$ cat config.mk
export PLATFORM = sky130hd
export DESIGN_NAME = dma_mode_sel
export DESIGN_NICKNAME = d
export VERILOG_FILES = /design/src/rtl/dma_mode_sel_pkg.sv /design/src/rtl/dma_fam_mask.sv /design/src/rtl/dma_prio_pick.sv /design/src/rtl/dma_mode_sel.sv
export SDC_FILE = /design/constraint.sdc
export NUM_CORES = 1
export LEC_CHECK = 0
export BUFFER_PORTS_ARGS = -buffer_cell sky130_fd_sc_hd__buf_4
export CORE_MARGIN = 8
export CORE_UTILIZATION = 47
export CTS_BUF_LIST = sky130_fd_sc_hd__clkbuf_16
export CTS_CLUSTER_DIAMETER = 200
export CTS_CLUSTER_SIZE = 24
export DETAILED_ROUTE_END_ITERATION = 16
export PLACE_DENSITY = 0.89
export SLEW_MARGIN = 25
export SYNTH_ARGS = -nofsm -noshare
export SYNTH_HDL_FRONTEND = slang
export SYNTH_HIERARCHICAL = 1
export SYNTH_SLANG_ARGS = --single-unit
$ cat constraint.sdc
create_clock -name clk -period 5.5 [get_ports clk]
set_input_delay 0.55 -clock clk [delete_from_list [all_inputs] [get_ports clk]]
set_output_delay 0.55 -clock clk [all_outputs]
set_load 0.02 [all_outputs]
$ cat src/rtl/dma_mode_sel_pkg.sv
package dma_mode_sel_pkg;
  localparam logic [7:0] UDMA_BASE = 8'h40;
  localparam logic [7:0] MDMA_BASE = 8'h20;
  localparam logic [7:0] SDMA_BASE = 8'h10;
  localparam logic [7:0] UDMA_SLOW_TOP = 8'h42;

  typedef enum logic [1:0] {FAM_ULTRA = 2'd0, FAM_MWORD = 2'd1, FAM_SWORD = 2'd2} fam_e;

  // index of the highest set bit (0 when empty)
  function automatic logic [2:0] top_bit(input logic [7:0] m);
    logic [2:0] r;
    r = '0;
    for (int i = 0; i < 8; i++)
      if (m[i]) r = i[2:0];
    return r;
  endfunction

  // mask of single-word modes 0..t when the legacy value is 1 or 2
  function automatic logic [7:0] legacy_sw_mask(input logic [7:0] t);
    if (t != 8'd0 && t <= 8'd2)
      return (8'd2 << t[1:0]) - 8'd1;
    return 8'd0;
  endfunction
endpackage

$ cat src/rtl/dma_fam_mask.sv
module dma_fam_mask
  import dma_mode_sel_pkg::*;
#(
  parameter fam_e FAMILY = FAM_ULTRA,
  parameter int   W      = 7
) (
  input  logic [2:0]   id_ok,
  input  logic [W-1:0] drv,
  input  logic [W-1:0] host,
  input  logic [7:0]   legacy,
  input  logic         cable80,
  input  logic [7:0]   req_mode,
  output logic [W-1:0] mask
);
  logic [W-1:0] raw;
  assign raw = drv & host;

  generate
    if (FAMILY == FAM_ULTRA) begin : g_ultra
      localparam logic [W-1:0] SLOW = W'(7);
      logic fast_bits;
      assign fast_bits = |(raw & ~SLOW);
      always_comb begin
        mask = id_ok[2] ? raw : '0;
        if (req_mode > UDMA_SLOW_TOP && fast_bits && !cable80)
          mask = mask & SLOW;
      end
    end else if (FAMILY == FAM_MWORD) begin : g_mword
      assign mask = id_ok[1] ? raw : '0;
    end else begin : g_sword
      logic [7:0] leg;
      assign leg = legacy_sw_mask(legacy);
      assign mask = id_ok[1] ? raw : (leg[W-1:0] & host);
    end
  endgenerate
endmodule

$ cat src/rtl/dma_prio_pick.sv
module dma_prio_pick
  import dma_mode_sel_pkg::*;
#(
  parameter int UW = 7,
  parameter int MW = 3,
  parameter int SW = 3
) (
  input  logic [UW-1:0] u_mask,
  input  logic [MW-1:0] m_mask,
  input  logic [SW-1:0] s_mask,
  input  logic [7:0]    req_mode,
  output logic [7:0]    pick_mode
);
  logic [7:0] u8, m8, s8;
  logic [7:0] raw_mode;

  always_comb begin
    u8 = '0; m8 = '0; s8 = '0;
    u8[UW-1:0] = u_mask;
    m8[MW-1:0] = m_mask;
    s8[SW-1:0] = s_mask;
  end

  always_comb begin
    if (req_mode >= UDMA_BASE && |u8)
      raw_mode = UDMA_BASE + {5'd0, top_bit(u8)};
    else if (req_mode >= MDMA_BASE && |m8)
      raw_mode = MDMA_BASE + {5'd0, top_bit(m8)};
    else if (req_mode >= SDMA_BASE && |s8)
      raw_mode = SDMA_BASE + {5'd0, top_bit(s8)};
    else
      raw_mode = 8'h00;
    pick_mode = (raw_mode > req_mode) ? req_mode : raw_mode;
  end
endmodule

$ cat src/rtl/dma_mode_sel.sv
module dma_mode_sel
  import dma_mode_sel_pkg::*;
#(
  parameter int UDMA_N = 7,
  parameter int MDMA_N = 3,
  parameter int SDMA_N = 3
) (
  input  logic              clk,
  input  logic              rst_n,
  input  logic              start,
  input  logic [2:0]        id_ok,
  input  logic [UDMA_N-1:0] drv_udma,
  input  logic [MDMA_N-1:0] drv_mwdma,
  input  logic [SDMA_N-1:0] drv_swdma,
  input  logic [7:0]        drv_sw_legacy,
  input  logic [UDMA_N-1:0] host_udma,
  input  logic [MDMA_N-1:0] host_mwdma,
  input  logic [SDMA_N-1:0] host_swdma,
  input  logic              cable80,
  input  logic              is_disk,
  input  logic              host_no_pkt_dma,
  input  logic [7:0]        req_mode,
  output logic              done,
  output logic [7:0]        mode
);
  logic [UDMA_N-1:0] u_mask;
  logic [MDMA_N-1:0] m_mask;
  logic [SDMA_N-1:0] s_mask;
  logic [7:0]        pick_mode;
  logic              pkt_block;
  logic [7:0]        next_mode;

  dma_fam_mask #(.FAMILY(FAM_ULTRA), .W(UDMA_N)) u_fam_u (
    .id_ok(id_ok), .drv(drv_udma), .host(host_udma), .legacy(drv_sw_legacy),
    .cable80(cable80), .req_mode(req_mode), .mask(u_mask));

  dma_fam_mask #(.FAMILY(FAM_MWORD), .W(MDMA_N)) u_fam_m (
    .id_ok(id_ok), .drv(drv_mwdma), .host(host_mwdma), .legacy(drv_sw_legacy),
    .cable80(cable80), .req_mode(req_mode), .mask(m_mask));

  dma_fam_mask #(.FAMILY(FAM_SWORD), .W(SDMA_N)) u_fam_s (
    .id_ok(id_ok), .drv(drv_swdma), .host(host_swdma), .legacy(drv_sw_legacy),
    .cable80(cable80), .req_mode(req_mode), .mask(s_mask));

  dma_prio_pick #(.UW(UDMA_N), .MW(MDMA_N), .SW(SDMA_N)) u_pick (
    .u_mask(u_mask), .m_mask(m_mask), .s_mask(s_mask),
    .req_mode(req_mode), .pick_mode(pick_mode));

  assign pkt_block = !is_disk && host_no_pkt_dma;
  assign next_mode = pkt_block ? 8'h00 : pick_mode;

  always_ff @(posedge clk) begin
    if (!rst_n) begin
      done <= 1'b0;
      mode <= 8'h00;
    end else begin
      done <= start;
      if (start) mode <= next_mode;
    end
  end
endmodule

# Yosys cells after proc, flatten, opt, wreduce, memory -nomap -nowiden
# Cells that the tools add are included.
dict set report op_classes {
  addsub 4
  shift 1
  n_lt_le_gt_ge 6
  muxes 28
  reduce_logical 14
  n_bitwise 4
}
# operator count
set op_table {}
lappend op_table {{$mux 8} 5}
lappend op_table {{$mux 3} 13}
lappend op_table {{$mux 7} 2}
lappend op_table {{$and 3x3->3} 3}
lappend op_table {{$add 7x3->8 const A} 1}
lappend op_table {{$ge 8x5->1 const B} 1}
lappend op_table {{$ge 8x6->1 const B} 1}
lappend op_table {{$ge 8x7->1 const B} 1}
lappend op_table {{$gt 8x7->1 const B} 1}
lappend op_table {{$gt 8x8->1} 1}
lappend op_table {{$le 8x2->1 const B} 1}
lappend op_table {{$mux 2} 4}
lappend op_table {{$reduce_bool 8->1} 1}
lappend op_table {{$add 6x3->7 const A} 1}
lappend op_table {{$and 7x7->7} 1}
lappend op_table {{$logic_and 1x1->1} 7}
lappend op_table {{$reduce_or 7->1} 1}
lappend op_table {{$add 5x3->6 const A} 1}
lappend op_table {{$reduce_or 3->1} 2}
lappend op_table {{$mux 1} 4}
lappend op_table {{$reduce_or 4->1} 1}
lappend op_table {{$shl 2x2->3 const A} 1}
lappend op_table {{$sub 3x1->3 const B} 1}
lappend op_table {{$logic_not 1->1} 2}
dict set report word_totals {
  reg_bits 9
  in_bits 51
  word_cells 59
  output_inout_bits 9
}

# Logic depth before layout (Yosys ltp)
dict set report depth {
  ltp_word 18
  depth_mapped 15
  depth_no_buf 15
}

# By module
# Netlist, hierarchy kept.
# module area_per_inst_um2 n_inst cells_per_inst
set modules_own_cells {}
lappend modules_own_cells {dma_prio_pick 490.5 1 57}
lappend modules_own_cells {dma_mode_sel 359.1 1 37}
lappend modules_own_cells {{dma_fam_mask at u_fam_u} 81.3 1 16}
lappend modules_own_cells {{dma_fam_mask at u_fam_s} 73.8 1 11}
lappend modules_own_cells {{dma_fam_mask at u_fam_m} 18.8 1 3}

# Worst setup path after synthesis
# Ideal clock, no wire load.
dict set report synth_path {
  path_kind {in2reg}
  startpoint {input cable80}
  endpoint {register mode[1]}
  n_path_buf 0
  path_slack_ns 2.294
  stages 14
  t_arrival_ns 3.089
  path_cell_list {o21bai_1 > a32oi_1 > nor2_1 > nor3_4 > a31oi_4 > nor3_1 > ha_1 > a21o_1 > a21oi_1 > nor2_1 > o22ai_4 > mux2_4 > nand3_1 > a21boi_1}
}
dict set report synth_via {
  elab_cells_between_ends 15
  classes_between {1 x add/sub; 1 x order compare; 9 x mux; 4 x reduce/logical}
}
# element line_no
set synth_rtl {}
lappend synth_rtl {{from (decl)} dma_mode_sel.sv:19} ;# input logic cable80,
lappend synth_rtl {{$logic_not 1->1 (*)} dma_fam_mask.sv:25} ;# if (req_mode > UDMA_SLOW_TOP && fast_bits && !cable80)
lappend synth_rtl {{$logic_and 1x1->1 (*)} dma_fam_mask.sv:25}
lappend synth_rtl {{$mux 7 (*)} dma_fam_mask.sv:25}
lappend synth_rtl {{named net u_mask[5]} dma_mode_sel.sv:26} ;# logic [UDMA_N-1:0] u_mask;
lappend synth_rtl {{$mux 3 (2 in series)} dma_mode_sel_pkg.sv:14} ;# if (m[i]) r = i[2:0];
lappend synth_rtl {{$mux 3} dma_prio_pick.sv:25} ;# if (req_mode >= UDMA_BASE && |u8)
lappend synth_rtl {{$add 7x3->8} dma_prio_pick.sv:26} ;# raw_mode = UDMA_BASE + {5'd0, top_bit(u8)};
lappend synth_rtl {{$mux 8 (*)} dma_prio_pick.sv:25}
lappend synth_rtl {{$gt 8x8->1} dma_prio_pick.sv:33} ;# pick_mode = (raw_mode > req_mode) ? req_mode : raw_mode;
lappend synth_rtl {{$mux 8 (*)} dma_prio_pick.sv:33}
lappend synth_rtl {{named net pick_mode[1]} dma_mode_sel.sv:29} ;# logic [7:0] pick_mode;
lappend synth_rtl {{$mux 8 (*)} dma_mode_sel.sv:50} ;# assign next_mode = pkt_block ? 8'h00 : pick_mode;
lappend synth_rtl {{to (signal assigned)} dma_mode_sel.sv:58} ;# if (start) mode <= next_mode;
lappend synth_rtl {{to (decl)} dma_mode_sel.sv:24} ;# output logic [7:0] mode
# Mark *: on every way through the listed nets, which the timed path passes. The rest lies on a longest branch. The select of a mux whose other input is x is not followed.
# A chain may end at the register's enable or synchronous reset.

# Worst setup path after layout
dict set report layout_path {
  startpoint {input id_ok[2]}
  endpoint {register mode[6]}
}
dict set report layout_via {
  elab_cells_between_ends 16
  classes_between {1 x add/sub; 1 x order compare; 12 x mux; 2 x reduce/logical}
}
# element line_no
set layout_rtl {}
lappend layout_rtl {{from (decl)} dma_mode_sel.sv:11} ;# input logic [2:0] id_ok,
lappend layout_rtl {{$mux 7 (*)} dma_fam_mask.sv:24} ;# mask = id_ok[2] ? raw : '0;
lappend layout_rtl {{$mux 7 (*)} dma_fam_mask.sv:25}
lappend layout_rtl {{named net u_mask[5]} dma_mode_sel.sv:26}
lappend layout_rtl {{$mux 3 (2 in series)} dma_mode_sel_pkg.sv:14}
lappend layout_rtl {{$mux 3} dma_prio_pick.sv:25}
lappend layout_rtl {{$add 7x3->8} dma_prio_pick.sv:26}
lappend layout_rtl {{$mux 8 (*)} dma_prio_pick.sv:25}
lappend layout_rtl {{$gt 8x8->1} dma_prio_pick.sv:33}
lappend layout_rtl {{$mux 8 (*)} dma_prio_pick.sv:33}
lappend layout_rtl {{named net pick_mode[6]} dma_mode_sel.sv:29}
lappend layout_rtl {{$mux 8 (*)} dma_mode_sel.sv:50}
# Marked as above.

==> results summary <==
The sequential fraction of the synthesis area is 0.176. The flow ran to the end, and the final reports show no timing, DRC or antenna violations. The number of flops mapped to enable cells by yosys came out at 0. Setup repair after global routing left no endpoint under its margin. The depth of the worst hold-timing path is 2. In the finished design, the share of the clock period the worst path needs comes to 0.618. The data required time of the critical path came out at 5.61 ns. The post-cts hold buffer count is 0.

TritonCTS built the clock tree. After synthesis the cells add up to just over 1000 sq um. The post-CTS setup buffer count came out at 0. The first global-routing pass estimated 4900 um of wire.

The share of the synthesized area in the top cell type came out at 0.176. The overall overflow remaining after global route is 0. During placement, the flow inserted port buffers numbering 58. The tool flagged a number of max-cap violations equal to 0. Sorting the synthesized cells by how often they occur yields sky130_fd_sc_hd__a21boi_1, sky130_fd_sc_hd__nand2b_1, sky130_fd_sc_hd__nand3_1, sky130_fd_sc_hd__nor2_1, sky130_fd_sc_hd__dfxtp_1. The H-tree level count came out at 1.

The total of flip-flops plus latches after synthesis is 9. Setup total negative slack on the finished layout was measured at 0 ns. Once detailed placement completed, the half-perimeter wirelength came to roughly 2500 um. The number of distinct library cell variants in the gate-level netlist after synthesis came out at 38.

The number of antenna violations at the first check in global routing came out at 0. The detail route stage leaves a number of antenna-violating nets equal to 0. Setup violations remaining at the end of the flow were counted as 0. Across the routed clock network, the largest skew measured is 0 ns.

Ranked by total cell area, the synthesized netlist is headed by sky130_fd_sc_hd__dfxtp_1, sky130_fd_sc_hd__a21boi_1, sky130_fd_sc_hd__ha_1. The shortest period the worst path allows is ~3.4 ns. STA puts the critical path data arrival time at around 3.5 ns. sky130_fd_sc_hd__dfxtp_1 takes more of the synthesized area than any other cell. The maximum buffer depth of the clock tree came out at 2. The number of antenna repair diodes came out at 0. The total power divided by cell area is 193 nW/um^2. The clock-pin slew of the registers on the worst-case setup and hold paths is 0.04 ns.

The net count after synthesis is ~180. Measured along the x axis, the die boundary spans 62.7 um. The via total after detailed routing is 1,092.

The number of instances in the synthesized netlist is 124. In the routed design, unresolved DRC markers number 0. The class of the most critical setup path is input port to flip-flop. The overall die area came out at between 3000 and 4000 sq um.

The worst setup path is captured at a flip-flop. The most used flip-flop cell after synthesis is sky130_fd_sc_hd__dfxtp_1. The final hold violation count came to 0. The analysis attributes to cell leakage a power of roughly 0.00076 uW.

The area added between synthesis and finish is 51.3%. The average wire length per cell after detail routing came out at between 10 and 15 um. The total number of yosys warnings is 6. Clock tree synthesis inserted a total of 3 buffers.

The path class of the tightest hold or removal check is flip-flop to flip-flop. The average instance in the mapped netlist occupies 8.25 sq um. The number of cells upsized or downsized after cts is 0.

The ratio of cells with drive above 1 in the final layout came out at 0.432. In this run the core area contains 17 standard-cell rows. The final max-slew violation count is 0. The logic depth of the worst register-to-register path is 2.

STA classifies the critical path startpoint as an input port. Summed over all layers, the routed wires come to 2890 um. The number of sinks on the clock net is 9.

The initial standard-cell utilization of the core came out at 0.481. The pin count of the biggest net entering global routing is 18. The async set or reset register ratio after synthesis is 0. The root buffer cell is sky130_fd_sc_hd__clkbuf_16. The total routing usage reported by global routing came out at 0.146. The via count normalized by instance count came out at 5.18.

The total core area is about 2100 sq um. The number of global-route vias before repair is 1,176. The vertical extent of the die is 62.7 um. The final instance area came out at 1550 sq um. The number of DRC violations after detailed-routing iteration 0 is 45. The clock reaches the later pin of the worst-skew pair after ~0.23 ns. The placer's final routability congestion estimate is 0.822.

The highest net fanout along the worst path came out at 7. The highest attainable clock frequency is slightly below 0.3 GHz. The worst-case vdd ir drop came out at 0.171 mV. The number of detailed-route iterations in the first pass came out at 4.

Among all cell types in the netlist, the one instantiated most often is sky130_fd_sc_hd__a21boi_1. The final layout contains 241 nets. For this design the top-level I/O count stands at 60. The cell area after placement is between 1000 and 1500 sq um.
-- path summary, 6_finish.rpt --
kind | end | startpoint | slack (ns)
min reg2reg | mode[1]$_SDFFE_PN0P_ | mode[1]$_SDFFE_PN0P_ | 0.47
max reg2reg | mode[3]$_SDFFE_PN0P_ | mode[3]$_SDFFE_PN0P_ | 4.78
max | mode[6]$_SDFFE_PN0P_ | id_ok[2] | 2.10
min | mode[1]$_SDFFE_PN0P_ | mode[1]$_SDFFE_PN0P_ | 0.47
-- worst max-delay path, cell delays in order --
cell	delay, ns
sky130_fd_sc_hd__buf_4	0.12
sky130_fd_sc_hd__nor2b_1	0.12
sky130_fd_sc_hd__a32oi_1	0.31
sky130_fd_sc_hd__nor2_1	0.16
sky130_fd_sc_hd__nor3_4	0.27
sky130_fd_sc_hd__a31oi_4	0.17
sky130_fd_sc_hd__o32ai_2	0.36
sky130_fd_sc_hd__ha_1	0.31
sky130_fd_sc_hd__nor2b_1	0.13
sky130_fd_sc_hd__o21ai_1	0.14
sky130_fd_sc_hd__a21oi_2	0.09
sky130_fd_sc_hd__o22ai_4	0.29
sky130_fd_sc_hd__mux2_4	0.33
sky130_fd_sc_hd__nand3_1	0.09
sky130_fd_sc_hd__a21boi_1	0.08
-- cell families after synthesis --
family,count (synthesis),share of synthesized area
AOI/OAI and AO/OA,23,0.197
xor gates and xnor gates,1,0.00856
adders and majority gates,6,0.0733
buffers and inverters,11,0.0526
DFF,9,0.176
muxes,8,0.103
other,1,0.00366
and+or+nand+nor,65,0.386
-- power by group --
group | internal, uW | switching, uW
Combinational | 57.4 | 45.9
Sequential | 68.9 | 1.63
Clock | 94.9 | 30.6
Total | 221 | 78.1
-- metrics by stage --
step | cells | hold slack [ns] | setup WS [ns] | util | power [uW]
final | 211 | 0.470 | 2.10 | 0.728 | 299
after floorplan | 124 | 0.546 | 2.29 | - | 131
after CTS | 211 | 0.474 | 2.08 | 0.728 | 300
after global placement | 207 | 0.458 | 1.95 | 0.691 | 171
after global routing | 211 | 0.489 | 1.82 | 0.728 | 315
after detailed placement | 207 | 0.461 | 1.87 | 0.691 | 174
-- layout make-up --
type	count	area, sq um
Tap cell	28	35.0
Clock inverter	1	3.75
Inverter	8	30.0
Sequential cell	9	180
Multi-Input combinational cell	104	790
Timing Repair Buffer	58	435
Fill cell	169	578
Clock buffer	3	75.1
-- registers in the layout (all words and copies together) (netlist names) --
register,count
done,1
mode,8
-- metal layers --
layer  GRT usage  wire length [um]
met1       0.135              1070
met2       0.294              1620
met3      0.0430               182
met4      0.0427                20
met5           0                 0
-- cell usage in the layout, fill, tap and decap left out, drive strengths merged, types with 2 or more instances in the layout --
master  synthesis  final
nor2           12     12
buf             3     58
o21ai           2      2
nand3          10     10
mux2            5      5
nand2           8      8
and3            6      6
clkbuf          0      3
mux2i           3      3
ha              6      6
a21oi           3      3
dfxtp           9      9
inv             8      9
a21boi         11     11
nand2b         10     10
nor2b           3      3
and2            2      2
nor3            7      7
nor4            4      4
Note: power is estimated with default switching activity, not from simulation.
